--- src/rtl/cordic_mixer_pkg.sv ---
`timescale 1ns/1ps
package cordic_mixer_pkg;

    // Arctangent of 2^-i as a fraction of a full turn, scaled by 2^frac_bits.
    function automatic int atan_code(input int i, input int frac_bits);
        real turn;
        turn = $atan(1.0 / (2.0 ** i)) / (2.0 * 3.14159265358979);
        return $rtoi(turn * (2.0 ** frac_bits) + 0.5);
    endfunction

    // Reciprocal of the accumulated micro-rotation gain, scaled by 2^gf.
    function automatic int inv_gain_code(input int iters, input int gf);
        real k;
        k = 1.0;
        for (int n = 0; n < iters; n++) begin
            k = k * $sqrt(1.0 + 1.0 / (2.0 ** (2 * n)));
        end
        return $rtoi((2.0 ** gf) / k + 0.5);
    endfunction

endpackage

--- src/rtl/cm_phase_gen.sv ---
`timescale 1ns/1ps
module cm_phase_gen #(
    parameter int PW       = 32,
    parameter int AW       = 18,
    parameter int DITHER_W = 15
) (
    input  logic                clk,
    input  logic                rst_n,
    input  logic                adv,
    input  logic [PW-1:0]       freq,
    input  logic                dither_en,
    output logic [AW-1:0]       theta,
    output logic [PW-1:0]       acc_o,
    output logic [DITHER_W-1:0] pn_o
);
    typedef struct packed {
        logic [PW-1:0]       acc;
        logic [DITHER_W-1:0] pn;
    } phase_t;

    localparam logic [DITHER_W-1:0] PN_SEED = DITHER_W'(1);

    phase_t st_d, st_q;

    always_comb begin
        st_d = st_q;
        if (adv) begin
            st_d.acc = st_q.acc + freq;
            st_d.pn  = {st_q.pn[DITHER_W-2:0], st_q.pn[DITHER_W-1] ^ st_q.pn[DITHER_W-2]};
        end
    end

    always_ff @(posedge clk or negedge rst_n) begin
        if (!rst_n) begin
            st_q.acc <= '0;
            st_q.pn  <= PN_SEED;
        end else begin
            st_q <= st_d;
        end
    end

    assign theta = AW'((st_q.acc + (dither_en ? PW'(st_q.pn) : PW'(0))) >> (PW - AW));
    assign acc_o = st_q.acc;
    assign pn_o  = st_q.pn;
endmodule

--- src/rtl/cm_quad_fold.sv ---
`timescale 1ns/1ps
module cm_quad_fold #(
    parameter int DW = 16,
    parameter int XW = 21,
    parameter int FB = 3,
    parameter int AW = 18,
    parameter int ZF = 4,
    parameter int ZW = 23
) (
    input  logic                 clk,
    input  logic                 rst_n,
    input  logic                 vld_i,
    input  logic [DW-1:0]        re_i,
    input  logic [DW-1:0]        im_i,
    input  logic [AW-1:0]        theta_i,
    output logic                 vld_o,
    output logic signed [XW-1:0] x_o,
    output logic signed [XW-1:0] y_o,
    output logic signed [ZW-1:0] z_o
);
    typedef struct packed {
        logic                 vld;
        logic signed [XW-1:0] x;
        logic signed [XW-1:0] y;
        logic signed [ZW-1:0] z;
    } fold_t;

    fold_t st_d, st_q;

    always_comb begin
        logic                 flip;
        logic [AW-1:0]        tf;
        logic signed [XW-1:0] xe, ye;
        flip = theta_i[AW-1] ^ theta_i[AW-2];
        tf   = {theta_i[AW-1] ^ flip, theta_i[AW-2:0]};
        xe   = $signed({{(XW-DW-FB){re_i[DW-1]}}, re_i, {FB{1'b0}}});
        ye   = $signed({{(XW-DW-FB){im_i[DW-1]}}, im_i, {FB{1'b0}}});
        st_d.vld = vld_i;
        st_d.x   = flip ? -xe : xe;
        st_d.y   = flip ? -ye : ye;
        st_d.z   = $signed({{(ZW-AW-ZF){tf[AW-1]}}, tf, {ZF{1'b0}}});
    end

    always_ff @(posedge clk or negedge rst_n) begin
        if (!rst_n) st_q <= '0;
        else        st_q <= st_d;
    end

    assign vld_o = st_q.vld;
    assign x_o   = st_q.x;
    assign y_o   = st_q.y;
    assign z_o   = st_q.z;
endmodule

--- src/rtl/cm_cordic_stage.sv ---
`timescale 1ns/1ps
module cm_cordic_stage #(
    parameter int XW    = 21,
    parameter int ZW    = 23,
    parameter int SHIFT = 0,
    parameter int ATAN  = 0
) (
    input  logic                 clk,
    input  logic                 rst_n,
    input  logic                 vld_i,
    input  logic signed [XW-1:0] x_i,
    input  logic signed [XW-1:0] y_i,
    input  logic signed [ZW-1:0] z_i,
    output logic                 vld_o,
    output logic signed [XW-1:0] x_o,
    output logic signed [XW-1:0] y_o,
    output logic signed [ZW-1:0] z_o
);
    typedef struct packed {
        logic                 vld;
        logic signed [XW-1:0] x;
        logic signed [XW-1:0] y;
        logic signed [ZW-1:0] z;
    } rot_t;

    localparam logic signed [ZW-1:0] ANG = ZW'(ATAN);

    rot_t st_d, st_q;

    always_comb begin
        logic signed [XW-1:0] xs, ys;
        xs = x_i >>> SHIFT;
        ys = y_i >>> SHIFT;
        st_d.vld = vld_i;
        if (!z_i[ZW-1]) begin
            st_d.x = x_i - ys;
            st_d.y = y_i + xs;
            st_d.z = z_i - ANG;
        end else begin
            st_d.x = x_i + ys;
            st_d.y = y_i - xs;
            st_d.z = z_i + ANG;
        end
    end

    always_ff @(posedge clk or negedge rst_n) begin
        if (!rst_n) st_q <= '0;
        else        st_q <= st_d;
    end

    assign vld_o = st_q.vld;
    assign x_o   = st_q.x;
    assign y_o   = st_q.y;
    assign z_o   = st_q.z;
endmodule

--- src/rtl/cm_gain.sv ---
`timescale 1ns/1ps
module cm_gain #(
    parameter int XW   = 21,
    parameter int OW   = 17,
    parameter int GF   = 16,
    parameter int FB   = 3,
    parameter int GAIN = 39797
) (
    input  logic                 clk,
    input  logic                 rst_n,
    input  logic                 vld_i,
    input  logic signed [XW-1:0] x_i,
    input  logic signed [XW-1:0] y_i,
    output logic                 vld_o,
    output logic [OW-1:0]        re_o,
    output logic [OW-1:0]        im_o
);
    localparam int GW  = GF + 1;
    localparam int PRW = XW + GW;
    localparam int SH  = GF + FB;
    localparam logic signed [GW-1:0]  GC  = GW'(GAIN);
    localparam logic signed [PRW-1:0] RND = PRW'(1) <<< (SH - 1);

    typedef struct packed {
        logic          vld;
        logic [OW-1:0] re;
        logic [OW-1:0] im;
    } out_t;

    out_t st_d, st_q;

    always_comb begin
        logic signed [PRW-1:0] px, py, ge;
        ge = $signed({{XW{GC[GW-1]}}, GC});
        px = $signed({{GW{x_i[XW-1]}}, x_i}) * ge;
        py = $signed({{GW{y_i[XW-1]}}, y_i}) * ge;
        st_d.vld = vld_i;
        st_d.re  = OW'((px + RND) >>> SH);
        st_d.im  = OW'((py + RND) >>> SH);
    end

    always_ff @(posedge clk or negedge rst_n) begin
        if (!rst_n) st_q <= '0;
        else        st_q <= st_d;
    end

    assign vld_o = st_q.vld;
    assign re_o  = st_q.re;
    assign im_o  = st_q.im;
endmodule

--- src/rtl/cordic_mixer.sv ---
`timescale 1ns/1ps
module cordic_mixer #(
    parameter int DW       = 16,
    parameter int PW       = 32,
    parameter int AW       = 18,
    parameter int ITER     = 18,
    parameter int FB       = 3,
    parameter int ZF       = 4,
    parameter int GF       = 16,
    parameter int DITHER_W = 15
) (
    input  logic          clk,
    input  logic          rst_n,
    input  logic [PW-1:0] freq_word,
    input  logic          dither_en,
    input  logic          in_valid,
    input  logic [DW-1:0] in_i,
    input  logic [DW-1:0] in_q,
    output logic          out_valid,
    output logic [DW:0]   out_i,
    output logic [DW:0]   out_q
);
    localparam int XW   = DW + 2 + FB;
    localparam int ZW   = AW + ZF + 1;
    localparam int OW   = DW + 1;
    localparam int GAIN = cordic_mixer_pkg::inv_gain_code(ITER, GF);

    logic [AW-1:0]        theta;
    logic [PW-1:0]        acc_w;
    logic [DITHER_W-1:0]  pn_w;
    logic                 s_vld [ITER+1];
    logic signed [XW-1:0] s_x   [ITER+1];
    logic signed [XW-1:0] s_y   [ITER+1];
    logic signed [ZW-1:0] s_z   [ITER+1];
    logic signed [ZW-1:0] fold_z;
    logic signed [ZW-1:0] resid_z;

    cm_phase_gen #(.PW(PW), .AW(AW), .DITHER_W(DITHER_W)) u_phase (
        .clk(clk), .rst_n(rst_n), .adv(in_valid), .freq(freq_word),
        .dither_en(dither_en), .theta(theta), .acc_o(acc_w), .pn_o(pn_w)
    );

    cm_quad_fold #(.DW(DW), .XW(XW), .FB(FB), .AW(AW), .ZF(ZF), .ZW(ZW)) u_fold (
        .clk(clk), .rst_n(rst_n), .vld_i(in_valid), .re_i(in_i), .im_i(in_q),
        .theta_i(theta), .vld_o(s_vld[0]), .x_o(s_x[0]), .y_o(s_y[0]), .z_o(s_z[0])
    );

    for (genvar g = 0; g < ITER; g++) begin : g_stage
        cm_cordic_stage #(
            .XW(XW), .ZW(ZW), .SHIFT(g),
            .ATAN(cordic_mixer_pkg::atan_code(g, AW + ZF))
        ) u_stage (
            .clk(clk), .rst_n(rst_n),
            .vld_i(s_vld[g]),   .x_i(s_x[g]),   .y_i(s_y[g]),   .z_i(s_z[g]),
            .vld_o(s_vld[g+1]), .x_o(s_x[g+1]), .y_o(s_y[g+1]), .z_o(s_z[g+1])
        );
    end

    cm_gain #(.XW(XW), .OW(OW), .GF(GF), .FB(FB), .GAIN(GAIN)) u_gain (
        .clk(clk), .rst_n(rst_n), .vld_i(s_vld[ITER]), .x_i(s_x[ITER]), .y_i(s_y[ITER]),
        .vld_o(out_valid), .re_o(out_i), .im_o(out_q)
    );

    assign fold_z  = s_z[0];
    assign resid_z = s_z[ITER];
endmodule

--- config.mk ---
export PLATFORM = sky130hd
export DESIGN_NAME = cordic_mixer
export DESIGN_NICKNAME = d
export VERILOG_FILES = /design/src/rtl/cordic_mixer_pkg.sv /design/src/rtl/cm_phase_gen.sv /design/src/rtl/cm_quad_fold.sv /design/src/rtl/cm_cordic_stage.sv /design/src/rtl/cm_gain.sv /design/src/rtl/cordic_mixer.sv
export SDC_FILE = /design/constraint.sdc
export NUM_CORES = 2
export LEC_CHECK = 0
export BUFFER_PORTS_ARGS = -buffer_cell sky130_fd_sc_hd__buf_2
export CAP_MARGIN = 20
export CORE_MARGIN = 2
export CORE_UTILIZATION = 40
export CTS_BUF_LIST = sky130_fd_sc_hd__clkbuf_4
export DETAILED_ROUTE_END_ITERATION = 8
export SLEW_MARGIN = 40
export SYNTH_ARGS = -nofsm -noshare
export SYNTH_HDL_FRONTEND = slang
export SYNTH_SLANG_ARGS = --single-unit
--- constraint.sdc ---
create_clock -name clk -period 8 [get_ports clk]
set_input_delay 1.6 -clock clk [delete_from_list [all_inputs] [get_ports clk]]
set_output_delay 1.6 -clock clk [all_outputs]
set_load 0.05 [all_outputs]
==> summary.md <==
| Metric | Value |
|---|---|
| Status | finished, final reports clean |
| Final cell count without fillers | 14929 |
| Commonest cells after routing, fill and taps aside | 1473 x ha_1, 1254 x dfrtp_1, 1044 x inv_1, 924 x a21oi_1, 862 x xnor2_1 |
| Placed Cells | 14292 |
| Number of synthesized flops with an enable pin | 0 |
| Worst Tran Pin Value | 890 ps |
| Die width | 511 µm |
| Final min period | 6320 ps |
| Clock Tree Buf Depth | 4 |
| I/O Buffers | 102 |
| Root Buffer | clkbuf_4 |
| Syn Inst Count | 10876 |
| Hold Path Class | in -> async |
| Crit path cell chain | ha_1 -> ha_1 -> a21oi_1 -> fa_1 -> inv_1 -> fa_1 -> fa_1 -> inv_1 -> fa_1 -> inv_1 -> ha_1 -> and3_1 -> a221o_1 -> a31oi_1 -> o211a_1 -> nand3_1 -> nand3_1 -> and3_1 -> nor3_1 -> or4_1 -> nand3_1 |
| Yosys Warn Count | 0 |
| Synth top area cells | dfrtp_1 31%, ha_1 18%, xnor2_1 7.3%, fa_1 6.9%, a21oi_1 4.5% |
| P&R area growth vs syn | 9.14% |
| Final cycle utilization of the critical path | 79.0% |
| Synth Area per Inst | 9.46 µm² |
| Via-to-Cell Ratio | 5.26 |
| Slew headroom | 40.2% |
| Worst-Skew Late Latency | 1250 ps |
| Post-CTS setup buffer count | 0 |
| Final Skew | 179 ps |
| Total gr overflow | 0 |
| Share of cells above drive strength 1 | 7.50% |
| Top-area cell type share of the netlist area | 30.5% |
| Max cap viols | 0 |
| Reg clk slew, reported paths | 70 ps |
| RSZ-0062 raised after global routing | false |
| CTS tree | built |
| Fin Setup TNS | 0 ps |
| Max Freq | 158 MHz |
| Buf/Inv on CP | 3 |
| Max-slew violation count | 0 |
| Routability congestion estimate | 0.897 |
| First drt pass iteration count | 6 |
| Per-cell routed wire length | 16.6 µm |
| Final setup vio count | 0 |
| Data required, critical path | 9110 ps |
| Worst path top cell family by delay | adder cells |
| Clock Sinks | 1256 |
| WL final | 247000 µm |
| Worst path max stage delay | 540 ps |
| Global-route wire length before repair | 408000 µm |
| Critical path fanouts, max | 7 |
| # H-tree levels | 5 |
| Vias after detailed routing | 78501 |
| Endpoint class of the critical path | flop |
| R2r startpoint | g_stage[17].u_stage.x_o[7]$_DFF_PN0_ |
| Hpwl dp | 197000 µm |
| Die Ht | 511 µm |
| Vias in the first global route | 79936 |
| Gr usage total | 18.7% |
| Hold Vio Cnt, Final | 0 |
| Layout Nets | 13170 |
| Arrival time at the worst endpoint | 7430 ps |
| Sequential area share after synthesis | 30.5% |
| CTS Hold Bufs | 0 |
| Synth cell types | 83 |
| Die ar. | 261000 µm² |
| Mapped Area | 103000 µm² |
| IO Pins | 103 |
| Yosys reg bits | 1256 |
| Crit path launch type | flop |
| Top_reg_cell synth | dfrtp_1 |
| WS Path Type | reg -> reg |
| Starting density of the core | 40.2% |
| Cell occurring most often along the worst timing path | fa_1 |
| CTS resizes | 0 |
| CP max stage cell | fa_1 |
| Non-Filler Cell Area, Final | 112000 µm² |
| Total CTS buffers | 361 |
| Critical Path Source | g_stage[17].u_stage.x_o[7]$_DFF_PN0_ |
| Core Rows | 186 |
| Syn nets | 12774 |
| Asr flop ratio synth | 100% |
| Core ar. | 256000 µm² |
| Post-DRT Antenna Nets | 0 |
| DRC Markers | 0 |
| Initial antenna violation count | 9 |
| DRT iter0 DRCs | 4105 |
| Cell type with the largest total area after synthesis | dfrtp_1 |
| Placed cell areas | 108000 µm² |
| Commonest non-fill, non-tap cell in the layout | ha_1 |
| Pin count of the biggest net entering global routing | 152 |
-- final cells by class --
cell class | count | area, µm²
fillers | 24844 | 144000
clock inverters | 125 | 743
repair buffers | 150 | 1010
multi-input cells | 8450 | 67100
inverters | 1053 | 3960
well taps | 3384 | 4230
diodes | 6 | 15.0
clock buffers | 505 | 3790
flip-flops and latches | 1256 | 31400
-- synthesized netlist by cell type, types with 106 or more instances --
library cell,instances
o21ai_0,422
nand3_1,195
a21o_1,330
ha_1,1473
xor2_1,436
and3_1,106
fa_1,357
o21a_1,138
nor2b_1,142
nand2_1,512
xnor2_1,862
inv_1,1048
dfrtp_1,1255
nor3_1,368
nor2_1,829
a21oi_1,924
-- stage by stage --
step	hold slack (ps)	setup WS [ps]	utilization (%)
4_1_cts	1.38	1570	43.8
5_1_grt	78.3	1290	43.8
6_report	201	1680	43.8
3_5_place_dp	335	1660	42.0
3_3_place_gp	332	1720	42.0
2_1_floorplan	331	2260	-
-- path summary, 6_finish.rpt --
kind	to	slack (ps)	cells after the start
hold / removal	g_stage[16].u_stage.x_o[18]$_DFF_PN0_	200	1
min in group clk	g_stage[0].u_stage.z_o[7]$_DFF_PN0_	270	0
setup reg to reg	u_gain.re_o[14]$_DFF_PN0_	1680	21
hold reg to reg	g_stage[0].u_stage.z_o[7]$_DFF_PN0_	270	0
setup / recovery	u_gain.re_o[14]$_DFF_PN0_	1680	21
max in group asynchronous	g_stage[5].u_stage.x_o[0]$_DFF_PN0_	5790	4
-- routing by layer --
layer  global-route usage, %  vias to the layer above  share of wire (%)
met3                    2.62                      411                3.8
met5                       0                        -              0.029
met1                    23.9                    37659                 45
met4                    5.79                       10                2.7
met2                    32.6                     1437                 49
li1                        -                    38984                  -
-- logic make-up (layout without fill, tap and decap cells) --
| logic type | after synthesis | in the layout | synth area share [%] |
|---|---|---|---|
| buffers and inverters | 1170 | 1833 | 4.28 |
| AOI/OAI and AO/OA | 2571 | 2571 | 15.8 |
| and+or+nand+nor | 2630 | 2630 | 12.2 |
| adders and majority gates | 1830 | 1830 | 24.9 |
| muxes | 120 | 120 | 1.25 |
| other | 1 | 7 | 0.00364 |
| xor gates and xnor gates | 1298 | 1298 | 11.0 |
| DFF | 1256 | 1256 | 30.5 |
-- sequential cells by signal, indices dropped and copies added (netlist names) --
register and count:
u_fold.y_o 18, u_fold.x_o 18, g_stage.u_stage.y_o 370, u_fold.z_o 17, u_gain.vld_o 1, g_stage.u_stage.z_o 359
g_stage.u_stage.vld_o 18, u_phase.pn_o 15, u_gain.re_o 17, u_phase.acc_o 32, u_gain.im_o 17, u_fold.vld_o 1
g_stage.u_stage.x_o 373
Power is left out: the tool's default activity adds up to more than one toggle a clock period on the data nets, which glitch-free logic cannot reach.
